$ cat src/rtl/gpx_pkg.sv
package gpx_pkg;
  localparam int GRP_W = 3;
  localparam logic [GRP_W-1:0] GRP_DIR = 3'd0;
  localparam logic [GRP_W-1:0] GRP_LVL = 3'd1;
  localparam logic [GRP_W-1:0] GRP_IEN = 3'd2;
  localparam logic [GRP_W-1:0] GRP_STS = 3'd3;
  localparam logic [GRP_W-1:0] GRP_RSV = 3'd4;
endpackage

$ cat src/rtl/gpx_decode.sv
module gpx_decode #(
  parameter int SHIFT  = 3,
  parameter int ADDR_W = SHIFT + gpx_pkg::GRP_W
) (
  input  logic [ADDR_W-1:0]         addr,
  output logic [gpx_pkg::GRP_W-1:0] grp,
  output logic [SHIFT-1:0]          bank
);
  // group index sits above the bank index; bank width follows pin count
  assign grp  = addr[ADDR_W-1 -: gpx_pkg::GRP_W];
  assign bank = addr[SHIFT-1:0];
endmodule

$ cat src/rtl/gpx_sync.sv
module gpx_sync #(
  parameter int W = 8
) (
  input  logic         clk,
  input  logic         rst,
  input  logic [W-1:0] d,
  output logic [W-1:0] q,
  output logic [W-1:0] chg
);
  logic [W-1:0] s1, s2, s3;

  always_ff @(posedge clk) begin
    if (rst) begin
      s1 <= '0;
      s2 <= '0;
      s3 <= '0;
    end else begin
      s1 <= d;
      s2 <= s1;
      s3 <= s2;
    end
  end

  assign q   = s2;
  assign chg = s2 ^ s3;
endmodule

$ cat src/rtl/gpx_wreg.sv
module gpx_wreg #(
  parameter int                        NUM_PINS = 48,
  parameter int                        SHIFT    = 3,
  parameter logic [gpx_pkg::GRP_W-1:0] MY_GRP   = gpx_pkg::GRP_DIR
) (
  input  logic                      clk,
  input  logic                      rst,
  input  logic                      wr,
  input  logic [gpx_pkg::GRP_W-1:0] grp,
  input  logic [SHIFT-1:0]          bank,
  input  logic [7:0]                wdata,
  output logic [NUM_PINS-1:0]       q
);
  always_ff @(posedge clk) begin
    if (rst) begin
      q <= '0;
    end else if (wr && grp == MY_GRP) begin
      for (int p = 0; p < NUM_PINS; p++) begin
        if (bank == SHIFT'(p >> 3)) q[p] <= wdata[p & 7];
      end
    end
  end
endmodule

$ cat src/rtl/gpx_regbank.sv
module gpx_regbank #(
  parameter  int NUM_PINS = 48,
  localparam int SHIFT    = $clog2(NUM_PINS) - 3,
  localparam int BANKS    = 1 << SHIFT,
  localparam int PAD      = BANKS * 8,
  localparam int ADDR_W   = SHIFT + gpx_pkg::GRP_W
) (
  input  logic                clk,
  input  logic                rst,
  input  logic [ADDR_W-1:0]   reg_addr,
  input  logic                reg_wr,
  input  logic                reg_rd,
  input  logic [7:0]          reg_wdata,
  output logic [7:0]          reg_rdata,
  input  logic [NUM_PINS-1:0] pin_in,
  output logic [NUM_PINS-1:0] pin_out,
  output logic [NUM_PINS-1:0] pin_oe,
  output logic                irq
);
  import gpx_pkg::*;

  logic [GRP_W-1:0]    grp;
  logic [SHIFT-1:0]    bank;
  logic [NUM_PINS-1:0] lvl_s, chg_q;
  logic [NUM_PINS-1:0] dir_q, out_q, ien_q;
  logic [NUM_PINS-1:0] st_q, st_d;
  logic [7:0]          rd_byte;

  gpx_decode #(.SHIFT(SHIFT), .ADDR_W(ADDR_W)) u_dec (
    .addr(reg_addr), .grp(grp), .bank(bank)
  );

  gpx_sync #(.W(NUM_PINS)) u_sync (
    .clk(clk), .rst(rst), .d(pin_in), .q(lvl_s), .chg(chg_q)
  );

  // three writable groups share one register template
  localparam logic [GRP_W-1:0] WGRP [3] = '{GRP_DIR, GRP_LVL, GRP_IEN};
  logic [NUM_PINS-1:0] wq [3];

  for (genvar g = 0; g < 3; g++) begin : g_wreg
    gpx_wreg #(.NUM_PINS(NUM_PINS), .SHIFT(SHIFT), .MY_GRP(WGRP[g])) u_reg (
      .clk(clk), .rst(rst), .wr(reg_wr), .grp(grp), .bank(bank),
      .wdata(reg_wdata), .q(wq[g])
    );
  end

  assign dir_q = wq[0];
  assign out_q = wq[1];
  assign ien_q = wq[2];

  // status: read clears the addressed bank, a fresh input change wins
  always_comb begin
    for (int p = 0; p < NUM_PINS; p++) begin
      st_d[p] = (st_q[p] & ~(reg_rd && grp == GRP_STS && bank == SHIFT'(p >> 3)))
              | (chg_q[p] & ~dir_q[p]);
    end
  end

  always_ff @(posedge clk) begin
    if (rst) st_q <= '0;
    else     st_q <= st_d;
  end

  // read path over zero-padded views
  logic [PAD-1:0] v_dir, v_lvl, v_ien, v_sts;
  assign v_dir = PAD'(dir_q);
  assign v_lvl = PAD'((dir_q & out_q) | (~dir_q & lvl_s));
  assign v_ien = PAD'(ien_q);
  assign v_sts = PAD'(st_q);

  always_comb begin
    case (grp)
      GRP_DIR: rd_byte = v_dir[{bank, 3'b000} +: 8];
      GRP_LVL: rd_byte = v_lvl[{bank, 3'b000} +: 8];
      GRP_IEN: rd_byte = v_ien[{bank, 3'b000} +: 8];
      GRP_STS: rd_byte = v_sts[{bank, 3'b000} +: 8];
      default: rd_byte = 8'h00;
    endcase
  end

  always_ff @(posedge clk) begin
    if (rst) begin
      reg_rdata <= 8'h00;
      irq       <= 1'b0;
    end else begin
      if (reg_rd) reg_rdata <= rd_byte;
      irq <= |(st_q & ien_q);
    end
  end

  assign pin_out = out_q;
  assign pin_oe  = dir_q;
endmodule

$ cat config.mk
export PLATFORM = sky130hd
export DESIGN_NAME = gpx_regbank
export DESIGN_NICKNAME = d
export VERILOG_FILES = /design/src/rtl/gpx_pkg.sv /design/src/rtl/gpx_decode.sv /design/src/rtl/gpx_sync.sv /design/src/rtl/gpx_wreg.sv /design/src/rtl/gpx_regbank.sv
export SDC_FILE = /design/constraint.sdc
export NUM_CORES = 1
export LEC_CHECK = 0
export ABC_CLOCK_PERIOD_IN_PS = 4390
export BUFFER_PORTS_ARGS = -buffer_cell sky130_fd_sc_hd__buf_2
export CORE_MARGIN = 5
export CORE_UTILIZATION = 51
export CTS_BUF_LIST = sky130_fd_sc_hd__clkbuf_8
export DETAILED_ROUTE_END_ITERATION = 8
export HOLD_SLACK_MARGIN = 0.03
export PLACE_DENSITY = 0.71
export SLEW_MARGIN = 10
export SYNTH_ARGS = -nofsm -noshare
export SYNTH_HDL_FRONTEND = slang
export SYNTH_SLANG_ARGS = --single-unit
$ cat constraint.sdc
create_clock -name clk -period 4.39 [get_ports clk]
set_input_delay 0.6585 -clock clk [delete_from_list [all_inputs] [get_ports clk]]
set_output_delay 0.6585 -clock clk [all_outputs]
set_load 0.02 [all_outputs]
==> qor.yml <==
status: "finished clean"
synthTopCellsByArea: "dfxtp_1 (50%), mux2i_1 (9.3%), nor2b_1 (6.6%), a21oi_1 (5.6%), nor2_1 (5.0%)"
power.leakage_nw: 6.81
cts.hold.buffers_added: 0
setup_viol: 0
antenna_found_initial: 0
wl_per_cell_um: 22.5
rows: 60
cpPeakStageDelay_ps: 560
cts.clk_slew.worst_paths_ps: 60
grt_overflow: 0
pwr_density_cell_nw_per_um2: 417
synth_edf_count: 0
synth_warnings: 0
slew_headroom: 0.385
coreArea_um2: 26900
ys_ff_latch: 345
routed_via_density: 5.82
cts_htree_levels: 2
die_w_um: 175
clk_path_buf_depth: 3
timing.rr.end: "reg_rdata[6]"
synthesis.nets: 1582
syn_inst: 1516
path_cells: "buf_2 > buf_4 > mux2i_1 > a21oi_1 > o311ai_1 > nand3_1 > or3_1 > a22o_1"
syn_area_um2: 13900
tns_ps: 0
grt_pass1_vias: 11000
reg2reg_depth: 6
ys.flop_type: "dfxtp_1"
synth.avg_cell_area_um2: 9.14
end_kind: "flip-flop"
ys_seq_area_frac: 0.498
place.gp.congestion: 0.981
period_minus_slack_ps: 2650
min_period_over_period: 0.603
regToRegStartpoint: "g_wreg[0].u_reg.q[6]"
final_nets: 1713
crit_end: "reg_rdata[0]"
synthArstFlopShare: 0
fmax_ghz: 0.378
die_area_um2: 30600
slowest_stage: "buf_4"
io_pins: 171
cts_resized: 0
ir_drop_v: 0.000278
rsz0062_at_grt: "no"
maxCapViolCount: 0
drt_iter0_drc: 1302
cts_tree: "yes"
root_buffer: "clkbuf_8"
ff2ff_setup_slack_ps: 2350
cp_max_fo: 38
drcViolationCount: 0
worstHoldPathType: "input port to flip-flop"
yosysUniqueCellTypes: 53
initial_core_util: 0.516
skew_ps: 26.8
post_cts_buffers: 0
clock_latency_ps: 600
cts_sinks: 345
grt_first_pass_wirelength_mm: 68.6
final_max_slew_viol_count: 0
final_hold_viol_count: 0
grt_usage: 0.288
antenna_left: 0
synth.largest_area_cell: "dfxtp_1"
synth_top_area_frac: 0.498
worst_slew_pin_slew_ps: 922
dpl.hpwl_mm: 31.5
area_growth_syn_to_layout_pct: 15.6
cts_buffers: 54
drive_gt1_frac: 0.173
vias: 11800
cp-startpoint: "reg_addr[3]"
arrival_ps: 3140
crit_type: "input port to flip-flop"
worstPathRequired_ps: 4880
io_buffer_count: 170
place_ws_ps: 1190
fin_ws_ps: 1740
grt_max_degree: 184
crit_path_start_kind: "input port"
drtPass1Iterations: 5
wl_mm: 45.7
dieHeight_um: 175
flip-flops by register name (all words and copies together), names as in the netlist:
register / cells
g_wreg.u_reg.q: 144
irq: 1
reg_rdata: 8
st_q: 48
u_sync.q: 48
u_sync.s1: 48
u_sync.s3: 48
metal layers:
layer | global-route usage | vias up | part of all wire
met5 | 0 | - | 0
met1 | 0.432 | 5663 | 0.45
met2 | 0.427 | 617 | 0.43
met4 | 0.0694 | 0 | 0.019
li1 | - | 5482 | -
met3 | 0.0588 | 70 | 0.096
worst max-delay path, delay by kind of cell:
kind / cells / cell delay, ps
AOI/OAI and AO/OA: 3 / 450
buffers and inverters: 2 / 1060
and+or+nand+nor: 2 / 640
muxes: 1 / 290
final cells by class:
type / instances / area (um2)
Clock inverter: 25 / 181
Multi-Input combinational cell: 1039 / 6400
Clock buffer: 74 / 1020
Fill cell: 2394 / 10900
Timing Repair Buffer: 188 / 1010
Sequential cell: 345 / 6910
Inverter: 19 / 71.3
Tap cell: 341 / 427
Antenna cell: 1 / 2.50
Yosys cell counts (6+ instances only):
cell,count
a31oi_1,6
mux2i_1,129
nand3_2,6
o21ai_0,39
dfxtp_1,345
xnor2_1,32
o311ai_0,6
buf_1,8
nand2b_1,12
buf_4,7
clkbuf_1,73
a22o_1,17
o311ai_1,11
a22oi_1,19
nand3_1,74
nor2b_1,147
buf_2,24
o211ai_1,8
a21oi_1,154
nor2_1,185
o221ai_1,14
inv_1,19
nand3b_1,10
nand2_1,90
a221oi_1,14
xor2_1,16
how the worst min path moves through the flow:
stage	start	cells past startpoint	to	slack, ps
after CTS	pin_in[32]	2	u_sync.s1[32]	250
after floorplan	u_sync.s1[0]	1	u_sync.q[0]	410
after detailed placement	u_sync.s1[35]	1	u_sync.q[35]	420
after global routing	pin_in[32]	2	u_sync.s1[32]	250
after global placement	u_sync.s1[22]	1	u_sync.q[22]	420
final	pin_in[42]	2	u_sync.s1[42]	270
cell usage in the layout, fill, tap and decap left out, types with 7 or more instances in the layout:
master / n
clkbuf_8: 74
xor2_1: 16
nor2b_1: 147
clkinv_2: 7
o311ai_1: 11
o211ai_1: 8
a221oi_1: 14
nor2_1: 184
nand2b_1: 12
a22oi_1: 19
mux2i_1: 129
nand2_1: 90
a21oi_1: 154
xnor2_1: 32
nand3_1: 74
a22o_1: 17
o21ai_0: 39
buf_4: 17
dfxtp_1: 345
buf_2: 169
nand3b_1: 10
o221ai_1: 14
inv_1: 31
through the flow:
stage               power, mW  instance area (um2)  hold slack, ps  instances   util
floorplan                3.66                13900             414       1516      -
global placement         3.82                14800             417       1932  0.551
detailed placement       3.83                14800             420       1932  0.551
CTS                      6.71                16000             249       2031  0.596
global route             6.93                16000             255       2031  0.596
finish                   6.68                16000             273       2032  0.596
report_power, final:
group	internal, mW	switching, mW	total, mW
registers	3.23	0.0799	3.31
logic	0.168	0.297	0.465
clock network	1.63	1.28	2.91
cells by family after synthesis:
group | Yosys count | synth area share
multiplexers | 131 | 0.0948
flip-flops | 345 | 0.498
AO/OA/AOI/OAI | 313 | 0.141
XOR/XNOR | 48 | 0.0303
AND/OR/NAND/NOR | 547 | 0.195
buffers and inverters | 132 | 0.0404
(Power assumes the default switching activity.)
